**src/rtl/spiq_pkg.sv**
```systemverilog
package spiq_pkg;
  // configuration word fields
  localparam int CFG_CPOL   = 26;
  localparam int CFG_CPHA   = 25;
  localparam int CFG_LSB    = 24;
  localparam int CFG_FSZ_LO = 27;
  localparam int CFG_FSZ_W  = 4;
  // control strobes
  localparam int CTRL_FLUSH_TX = 11;
  localparam int CTRL_FLUSH_RX = 10;
  // status bits
  localparam int ST_TCF = 31;
  localparam int ST_EOQ = 28;
  localparam int ST_OVF = 19;
  localparam int CS_LINES = 6;

  typedef struct packed {
    logic                hold;
    logic [2:0]          attr;
    logic                last;
    logic                zero_cnt;
    logic [3:0]          spare;
    logic [CS_LINES-1:0] sel;
  } spiq_cmd_t;

  typedef enum logic [2:0] {
    ST_IDLE, ST_LEAD, ST_ARM, ST_SHIFT, ST_TRAIL, ST_GAP
  } spiq_state_t;

  localparam logic [1:0] DLY_NONE  = 2'd0;
  localparam logic [1:0] DLY_LEAD  = 2'd1;
  localparam logic [1:0] DLY_TRAIL = 2'd2;
  localparam logic [1:0] DLY_GAP   = 2'd3;
endpackage

```
**src/rtl/spiq_fifo.sv**
```systemverilog
module spiq_fifo #(
  parameter int W     = 16,
  parameter int DEPTH = 4,
  localparam int AW   = (DEPTH > 1) ? $clog2(DEPTH) : 1,
  localparam int LW   = $clog2(DEPTH + 1)
) (
  input  logic          clk,
  input  logic          rst_n,
  input  logic          flush,
  input  logic          wr,
  input  logic [W-1:0]  wdata,
  input  logic          rd,
  output logic [W-1:0]  rdata,
  output logic          full,
  output logic          empty,
  output logic [LW-1:0] level
);
  logic [W-1:0]  mem [DEPTH];
  logic [AW-1:0] wp_q, rp_q;
  logic [LW-1:0] cnt_q;
  logic          do_wr, do_rd;

  assign full  = (cnt_q == LW'(DEPTH));
  assign empty = (cnt_q == '0);
  assign level = cnt_q;
  assign do_wr = wr && !full;
  assign do_rd = rd && !empty;
  assign rdata = mem[rp_q];

  function automatic logic [AW-1:0] bump(input logic [AW-1:0] p);
    return (p == AW'(DEPTH - 1)) ? '0 : p + 1'b1;
  endfunction

  always_ff @(posedge clk) begin
    if (do_wr) mem[wp_q] <= wdata;
  end

  always_ff @(posedge clk or negedge rst_n) begin
    if (!rst_n) begin
      wp_q  <= '0;
      rp_q  <= '0;
      cnt_q <= '0;
    end else if (flush) begin
      wp_q  <= '0;
      rp_q  <= '0;
      cnt_q <= '0;
    end else begin
      if (do_wr) wp_q <= bump(wp_q);
      if (do_rd) rp_q <= bump(rp_q);
      if (do_wr && !do_rd)      cnt_q <= cnt_q + 1'b1;
      else if (do_rd && !do_wr) cnt_q <= cnt_q - 1'b1;
    end
  end
endmodule

```
**src/rtl/spiq_shift.sv**
```systemverilog
module spiq_shift #(
  parameter int MAXB = 16,
  localparam int CW  = $clog2(MAXB + 1),
  localparam int EW  = $clog2(2 * MAXB),
  localparam int IW  = $clog2(MAXB)
) (
  input  logic            clk,
  input  logic            rst_n,
  input  logic            start,
  input  logic            tick,
  input  logic            cpol,
  input  logic            cpha,
  input  logic            lsb_first,
  input  logic [CW-1:0]   nbits,
  input  logic [MAXB-1:0] txd,
  input  logic            miso,
  output logic            sck,
  output logic            mosi,
  output logic            done,
  output logic [MAXB-1:0] rxd
);
  logic            run_q, pha_q, lsb_q, sck_q, done_q;
  logic [EW-1:0]   ecnt_q;
  logic [CW-1:0]   nb_q;
  logic [MAXB-1:0] txd_q, rxd_q;
  logic [EW-1:0]   out_idx, smp_idx;
  logic            last_edge, smp_edge;

  // position of logical bit i inside the data word
  function automatic logic [IW-1:0] bitpos(input logic l, input logic [CW-1:0] n,
                                           input logic [EW-1:0] i);
    return l ? IW'(i) : IW'(n - 1'b1) - IW'(i);
  endfunction

  assign out_idx   = pha_q ? ((ecnt_q == '0) ? '0 : (ecnt_q - 1'b1) >> 1) : ecnt_q >> 1;
  assign smp_idx   = ecnt_q >> 1;
  assign last_edge = (ecnt_q == EW'({nb_q, 1'b0} - 1'b1));
  assign smp_edge  = (ecnt_q[0] == pha_q);

  assign mosi = txd_q[bitpos(lsb_q, nb_q, out_idx)];
  assign sck  = sck_q;
  assign done = done_q;
  assign rxd  = rxd_q;

  always_ff @(posedge clk or negedge rst_n) begin
    if (!rst_n) begin
      run_q  <= 1'b0;
      pha_q  <= 1'b0;
      lsb_q  <= 1'b0;
      sck_q  <= 1'b0;
      done_q <= 1'b0;
      ecnt_q <= '0;
      nb_q   <= '0;
      txd_q  <= '0;
      rxd_q  <= '0;
    end else begin
      done_q <= 1'b0;
      if (start) begin
        run_q  <= 1'b1;
        ecnt_q <= '0;
        pha_q  <= cpha;
        lsb_q  <= lsb_first;
        nb_q   <= nbits;
        txd_q  <= txd;
        rxd_q  <= '0;
        sck_q  <= cpol;
      end else if (run_q) begin
        if (tick) begin
          sck_q <= ~sck_q;
          if (smp_edge) rxd_q[bitpos(lsb_q, nb_q, smp_idx)] <= miso;
          if (last_edge) begin
            run_q  <= 1'b0;
            done_q <= 1'b1;
          end else begin
            ecnt_q <= ecnt_q + 1'b1;
          end
        end
      end else begin
        sck_q <= cpol;
      end
    end
  end
endmodule

```
**src/rtl/spiq_master.sv**
```systemverilog
module spiq_master
  import spiq_pkg::*;
#(
  parameter int TXQ_DEPTH = 4,
  parameter int RXQ_DEPTH = 4,
  parameter int MAXB      = 16,
  localparam int CNTW     = 16,
  localparam int CW       = $clog2(MAXB + 1),
  localparam int TLW      = $clog2(TXQ_DEPTH + 1),
  localparam int RLW      = $clog2(RXQ_DEPTH + 1)
) (
  input  logic                clk,
  input  logic                rst_n,
  input  logic                push_wr,
  input  logic [31:0]         push_word,
  output logic                tx_full,
  input  logic [31:0]         cfg_word,
  input  logic                ctrl_wr,
  input  logic [31:0]         ctrl_word,
  input  logic                stat_wr,
  input  logic [31:0]         stat_wdata,
  output logic [31:0]         stat_word,
  output logic [31:0]         count_word,
  input  logic                rx_pop,
  output logic [MAXB-1:0]     rx_word,
  output logic                rx_empty,
  input  logic                sck_tick,
  output logic [1:0]          dly_req,
  input  logic                dly_done,
  output logic [2:0]          attr_sel,
  output logic                sck,
  output logic                mosi,
  input  logic                miso,
  output logic [CS_LINES-1:0] cs_n
);
  spiq_state_t         st_q, st_d;
  spiq_cmd_t           cmd_q, head_cmd;
  logic [MAXB-1:0]     dat_q, rx_frame;
  logic [31:0]         head;
  logic [CNTW-1:0]     cnt_q;
  logic [CS_LINES-1:0] cs_act_q;
  logic                hold_q, tcf_q, eoq_q, ovf_q;
  logic                tx_empty, rx_full, sh_done;
  logic                pop_tx, load, start, fin, rel;
  logic [TLW-1:0]      txq_level;
  logic [RLW-1:0]      rxq_level_unused;
  logic                flush_tx, flush_rx;
  logic                spiq_unused;

  assign flush_tx = ctrl_wr && ctrl_word[CTRL_FLUSH_TX];
  assign flush_rx = ctrl_wr && ctrl_word[CTRL_FLUSH_RX];
  assign head_cmd = spiq_cmd_t'(head[31:16]);

  spiq_fifo #(.W(32), .DEPTH(TXQ_DEPTH)) txq_i (
    .clk(clk), .rst_n(rst_n), .flush(flush_tx), .wr(push_wr), .wdata(push_word),
    .rd(pop_tx), .rdata(head), .full(tx_full), .empty(tx_empty), .level(txq_level));

  spiq_fifo #(.W(MAXB), .DEPTH(RXQ_DEPTH)) rxq_i (
    .clk(clk), .rst_n(rst_n), .flush(flush_rx), .wr(fin), .wdata(rx_frame),
    .rd(rx_pop), .rdata(rx_word), .full(rx_full), .empty(rx_empty), .level(rxq_level_unused));

  spiq_shift #(.MAXB(MAXB)) shift_i (
    .clk(clk), .rst_n(rst_n), .start(start), .tick(sck_tick),
    .cpol(cfg_word[CFG_CPOL]), .cpha(cfg_word[CFG_CPHA]), .lsb_first(cfg_word[CFG_LSB]),
    .nbits(CW'(cfg_word[CFG_FSZ_LO +: CFG_FSZ_W]) + 1'b1), .txd(dat_q), .miso(miso),
    .sck(sck), .mosi(mosi), .done(sh_done), .rxd(rx_frame));

  // next-state logic
  always_comb begin
    st_d   = st_q;
    pop_tx = 1'b0;
    load   = 1'b0;
    start  = 1'b0;
    fin    = 1'b0;
    rel    = 1'b0;
    unique case (st_q)
      ST_IDLE:  if (!tx_empty) begin
                  pop_tx = 1'b1;
                  load   = 1'b1;
                  st_d   = hold_q ? ST_ARM : ST_LEAD;
                end
      ST_LEAD:  if (dly_done) begin
                  start = 1'b1;
                  st_d  = ST_SHIFT;
                end
      ST_ARM:   begin
                  start = 1'b1;
                  st_d  = ST_SHIFT;
                end
      ST_SHIFT: if (sh_done) begin
                  fin  = 1'b1;
                  st_d = cmd_q.hold ? ST_IDLE : ST_TRAIL;
                end
      ST_TRAIL: if (dly_done) begin
                  rel  = 1'b1;
                  st_d = ST_GAP;
                end
      ST_GAP:   if (dly_done) st_d = ST_IDLE;
      default:  st_d = ST_IDLE;
    endcase
  end

  // registers
  always_ff @(posedge clk or negedge rst_n) begin
    if (!rst_n) begin
      st_q     <= ST_IDLE;
      cmd_q    <= '0;
      dat_q    <= '0;
      hold_q   <= 1'b0;
      cs_act_q <= '0;
      cnt_q    <= '0;
      tcf_q    <= 1'b0;
      eoq_q    <= 1'b0;
      ovf_q    <= 1'b0;
    end else begin
      st_q <= st_d;
      if (load) begin
        cmd_q    <= head_cmd;
        dat_q    <= head[MAXB-1:0];
        cs_act_q <= head_cmd.sel;
      end else if (rel) begin
        cs_act_q <= '0;
      end
      if (fin) hold_q <= cmd_q.hold;
      if (load && head_cmd.zero_cnt) cnt_q <= '0;
      else if (fin)                  cnt_q <= cnt_q + 1'b1;
      if (fin)                               tcf_q <= 1'b1;
      else if (stat_wr && stat_wdata[ST_TCF]) tcf_q <= 1'b0;
      if (fin && cmd_q.last)                 eoq_q <= 1'b1;
      else if (stat_wr && stat_wdata[ST_EOQ]) eoq_q <= 1'b0;
      if (fin && rx_full)                    ovf_q <= 1'b1;
      else if (stat_wr && stat_wdata[ST_OVF]) ovf_q <= 1'b0;
    end
  end

  always_comb begin
    stat_word         = '0;
    stat_word[ST_TCF] = tcf_q;
    stat_word[ST_EOQ] = eoq_q;
    stat_word[ST_OVF] = ovf_q;
  end

  assign count_word = {cnt_q, 16'h0000};
  assign cs_n       = ~cs_act_q;
  assign attr_sel   = cmd_q.attr;
  assign dly_req    = (st_q == ST_LEAD)  ? DLY_LEAD  :
                      (st_q == ST_TRAIL) ? DLY_TRAIL :
                      (st_q == ST_GAP)   ? DLY_GAP   : DLY_NONE;

  assign spiq_unused = ^{cfg_word[31], cfg_word[23:0], ctrl_word[31:12], ctrl_word[9:0],
                         stat_wdata[30:29], stat_wdata[27:20], stat_wdata[18:0],
                         cmd_q.spare, head[31 -: 1] & 1'b0};
endmodule

```
**config.mk**
```make
export PLATFORM = sky130hd
export DESIGN_NAME = spiq_master
export DESIGN_NICKNAME = d
export VERILOG_FILES = /design/src/rtl/spiq_pkg.sv /design/src/rtl/spiq_fifo.sv /design/src/rtl/spiq_shift.sv /design/src/rtl/spiq_master.sv
export SDC_FILE = /design/constraint.sdc
export NUM_CORES = 1
export LEC_CHECK = 0
export BUFFER_PORTS_ARGS = -buffer_cell sky130_fd_sc_hd__buf_4
export CORE_MARGIN = 4
export CORE_UTILIZATION = 50
export CTS_CLUSTER_SIZE = 12
export DETAILED_ROUTE_END_ITERATION = 6
export GPL_TIMING_DRIVEN = 0
export PLACE_DENSITY = 0.73
export SLEW_MARGIN = 20
export SYNTH_ARGS = -nofsm -noshare
export SYNTH_HDL_FRONTEND = slang
export SYNTH_SLANG_ARGS = --single-unit
```
**constraint.sdc**
```tcl
create_clock -name clk -period 3.1 [get_ports clk]
set_input_delay 0.465 -clock clk [delete_from_list [all_inputs] [get_ports clk]]
set_output_delay 0.465 -clock clk [all_outputs]
set_load 0.005 [all_outputs]
```
==> flow_summary.rst <==
.. list-table::
   :header-rows: 1

   * - Metric
     - Value
   * - Worst min-delay path class
     - input port to flip-flop
   * - Leading cell types in the layout, fill and taps excluded
     - 180 x sky130_fd_sc_hd__nand2_1, 176 x sky130_fd_sc_hd__edfxtp_1, 156 x sky130_fd_sc_hd__buf_4, 105 x sky130_fd_sc_hd__dfrtp_1, 45 x sky130_fd_sc_hd__conb_1
   * - Global routing usage on met1
     - 23.61%
   * - Share of total power consumed by net switching
     - 33.72%
   * - Starting density of the core
     - 51.36%
   * - Worst-case hold slack
     - 0.1008 ns
   * - Cell-internal power
     - 9162 µW
   * - Post-synth top area share
     - 41.82%
   * - Clock power share
     - 24.2%
   * - Mux cell area share after synthesis
     - 9.436%
   * - Layout net count
     - 1294
   * - Net Sw Power
     - 4661 µW
   * - Residual overflow from global routing
     - 0
   * - EDFF count, synth
     - 176
   * - Power per cell area
     - 905.4 nW/µm²
   * - Final-report setup violation count
     - 1
   * - Dominant synthesized flop cell
     - sky130_fd_sc_hd__edfxtp_1
   * - Max Transition Viols Final
     - 0
   * - DRC violation count after routing
     - 0
   * - Sequential share of power
     - 39.4%
   * - Worst Reg2Reg Path Length in Cells
     - 10
   * - Drt total wl
     - 25060 µm
   * - Reg clk slew, reported paths
     - 0.06 ns
   * - Number of DRC violations after detailed-routing iteration 0
     - 392
   * - Placeable Area
     - 24600 µm²
   * - Fin crit share
     - 122.8%
   * - Global Route Usage Sum
     - 17.86%
   * - Last weighted congestion value of the routability-driven placer
     - 0.8257
   * - Synthesized-area fraction occupied by xor and xnor cells
     - 2.386%
   * - Seq/Total Area, Yosys
     - 63.60%
   * - Largest family of logic cells by synthesized area
     - simple AND/OR/NAND/NOR gates
   * - Per-instance average area after synthesis
     - 13.40 µm²
   * - Achievable frequency
     - 262.7 MHz
   * - MaxCap Viol Count
     - 0
   * - Busiest grt layer
     - met2
   * - Crit path max fanout
     - 5
   * - Met3 track demand over resource in global routing
     - 3.271%
   * - Deepest level of the CTS H-tree
     - 1
   * - Chip height
     - 167.0 µm
   * - HP Start
     - push_word[31]
   * - Antenna violations before repair
     - 2
   * - Complex-gate fraction of the synthesized area
     - 4.604%
   * - Run status
     - finished, violations left
   * - Synth Area in Adders
     - 2.812%
   * - Antenna cell count
     - 0
   * - Worst-margin pin slew
     - 0.8825 ns
   * - M2 GR Usage
     - 30.84%
   * - P&R area growth vs syn
     - 20.81%
   * - Number of warnings reported in the yosys synthesis log
     - 0
   * - Register-to-register path setup slack
     - 0.11 ns
   * - Hold-critical path endpoint
     - txq_i.mem[3][31]
   * - Setup crit end kind
     - output port
   * - Async set or reset register ratio after synthesis
     - 38.46%
   * - Width of the die
     - 167.0 µm
   * - Failing checks
     - setup timing
   * - HPWL after DPL
     - 17360 µm
   * - Vias after detailed routing
     - 7603
   * - Maximum number of pins on one net before global-route repair
     - 75
   * - Library cell used as clock root buffer
     - sky130_fd_sc_hd__clkbuf_16
   * - Class of the most critical setup path
     - flip-flop to output port
   * - Leakage power of the design
     - 0.006275 µW
   * - Clock tree from TritonCTS
     - yes
   * - Number of hold-slack violations in the final timing report
     - 0
   * - Signal arrival time at the worst endpoint
     - 3.34 ns
   * - Vias in the first global route
     - 7907
   * - Worst hold stages
     - 1
   * - Kind of start point of the critical path
     - flip-flop
   * - Post-Route Skew
     - 0.03120 ns
   * - Slack of the critical path
     - -0.7064 ns
   * - Instance count of the mapped netlist
     - 943
   * - #FFs+latches synth
     - 286
   * - Global-route wire length before repair
     - 41070 µm
   * - Max rail drop VDD
     - 0.5484 mV
   * - Via-to-Cell Ratio
     - 5.144
   * - DRT Pass-1 Iters
     - 4
   * - Final core occ
     - 62.05%
   * - Reg2reg end
     - shift_i.rxd[10]
   * - Comb power frac
     - 36.4%
   * - Commonest non-fill, non-tap cell in the layout
     - sky130_fd_sc_hd__nand2_1
   * - Unique cell type count in the Yosys netlist
     - 66
   * - CTS max path bufs
     - 3
   * - Start point of the critical path
     - shift_i.ecnt_q[2]
   * - Fraction of final layout cells with drive strength greater than 1
     - 26.17%
   * - Required @ worst endpoint
     - 2.63 ns
   * - Post-detailed-route count of antenna-violating nets
     - 0
   * - Num ports
     - 232
   * - Top cell type by total area after synthesis
     - sky130_fd_sc_hd__edfxtp_1
   * - Cells after DPL
     - 1414
   * - Clock sink count
     - 286
   * - Wire length per cell after detailed routing
     - 16.96 µm
   * - Area of the mapped netlist
     - 12640 µm²
   * - RSZ-0062 raised after global routing
     - yes
   * - Row Count
     - 57
   * - Leading cell types by total area after synthesis
     - sky130_fd_sc_hd__edfxtp_1 42%, sky130_fd_sc_hd__dfrtp_1 22%, sky130_fd_sc_hd__mux4_2 7.8%
   * - Total die area
     - 27880 µm²
   * - Finished Layout Cells
     - 1478
   * - Start of the worst register-to-register path
     - shift_i.nb_q[0]
   * - Count of buffers from port buffering
     - 98
   * - Number of buffers added by the clock tree synthesis step
     - 30
   * - Final Critical Period
     - 3.806 ns
   * - Basic-gate share of the synthesized area counting and, or, nand and nor cells
     - 11.69%
   * - Worst relative slew slack
     - 41.16%
   * - Clock insertion delay at the later pin of the skew report
     - 0.57 ns
## synth_stat cells (all sizes together), types with 2 or more instances
master and instances:
o22ai 2, and2 14, a32o 2, or2 3, fa 4, edfxtp 176, nand4 8, nor2b 6
ha 22, o211ai 2, nor4 8, o31ai 2, or3 7, nor3 14, a21oi 21, a22o 7
xor2 12, nand3 27, buf 66, mux2i 19, a31oi 2, nand2b 5, dfrtp 110, a21o 6
o21ai 29, nand2 180, inv 31, xnor2 19, o32ai 2, clkbuf 26, nor2 44, mux4 44
o21bai 2
## per-layer routing
metal,wire length (µm),part of all wire (%),vias to the layer above
li1,-,-,3648
met1,10540,42,3750
met2,12800,51,156
met3,1150,4.6,45
met4,548,2.2,4
met5,21,0.084,-
## layout make-up
type	count	area, µm²
well taps	324	405.4
inverters	31	123.9
clock buffers	49	884.6
plain buffers	91	566.8
fillers	1892	9338
clock inverters	6	56.30
repair buffers	113	958.4
multi-input cells	578	4228
flip-flops and latches	286	8044
## power groups by stage
stage | Clock, µW | Sequential (µW) | Combinational, µW
4_1_cts | 3420 | 5420 | 4740
2_1_floorplan | 0 | 5310 | 3260
6_report | 3350 | 5440 | 5040
5_1_grt | 3600 | 5520 | 5600
3_3_place_gp | 0 | 5450 | 4360
3_5_place_dp | 0 | 5480 | 4580
## worst max path at each step
| stage | to | slack (ns) | cells past startpoint |
|---|---|---|---|
| after floorplan | mosi | 0.003 | 12 |
| after global placement | mosi | -0.35 | 14 |
| after detailed placement | mosi | -0.42 | 14 |
| after CTS | mosi | -0.80 | 13 |
| after global routing | mosi | -0.83 | 12 |
| final | mosi | -0.71 | 12 |
## cell families after synthesis
logic type,count (synthesis)
other,1
buffers and inverters,123
adders and majority gates,26
xor gates and xnor gates,32
muxes,64
AOI/OAI and AO/OA,86
DFF,286
and+or+nand+nor,325
## timing repair
item / 4_1_cts / 5_1_grt
setup endpoints to repair: 9 / 1
hold endpoints to repair: 36 / 0
hold buffers: 1 / 0
setup buffers: 6 / 3
pin swaps: 5 / 12
resized for setup: 10 / 23
## per-stage QoR
step                cell area [µm²]  total power, µW  worst slack [ns]  TNS, ns
global route                  15270            14730           -0.8269  -0.9034
CTS                           15140            13580           -0.8028  -0.8028
detailed placement            14120            10060           -0.4190  -0.4190
global placement              13970             9813           -0.3464  -0.3464
floorplan                     12830             8568          0.003441        0
finish                        15270            13820           -0.7064  -0.7064
## critical path: stages, from the launching register on
cell and delay [ns]:
sky130_fd_sc_hd__dfrtp_2 0.45, sky130_fd_sc_hd__or3b_4 0.41, sky130_fd_sc_hd__or2_4 0.25, sky130_fd_sc_hd__and2_4 0.16
sky130_fd_sc_hd__inv_4 0.06, sky130_fd_sc_hd__ha_4 0.18, sky130_fd_sc_hd__and3b_1 0.17, sky130_fd_sc_hd__or3_4 0.34
sky130_fd_sc_hd__mux2i_4 0.23, sky130_fd_sc_hd__xor2_2 0.18, sky130_fd_sc_hd__nand4_1 0.11, sky130_fd_sc_hd__nand4_1 0.14
sky130_fd_sc_hd__buf_4 0.13
## sequential cells by signal, indices dropped and copies added, names as in the netlist, 2 cells and up
name / cells
attr_sel: 3
cmd_q: 2
cnt_q: 16
cs_act_q: 6
dat_q: 16
rxq_i.level: 3
rxq_i.mem: 64
rxq_i.rp_q: 2
rxq_i.wp_q: 2
shift_i.ecnt_q: 5
shift_i.nb_q: 4
shift_i.rxd: 16
shift_i.txd_q: 16
st_q: 3
txq_i.level: 3
txq_i.mem: 112
txq_i.rp_q: 2
txq_i.wp_q: 2
No activity file was read; power rests on OpenSTA's default activity.
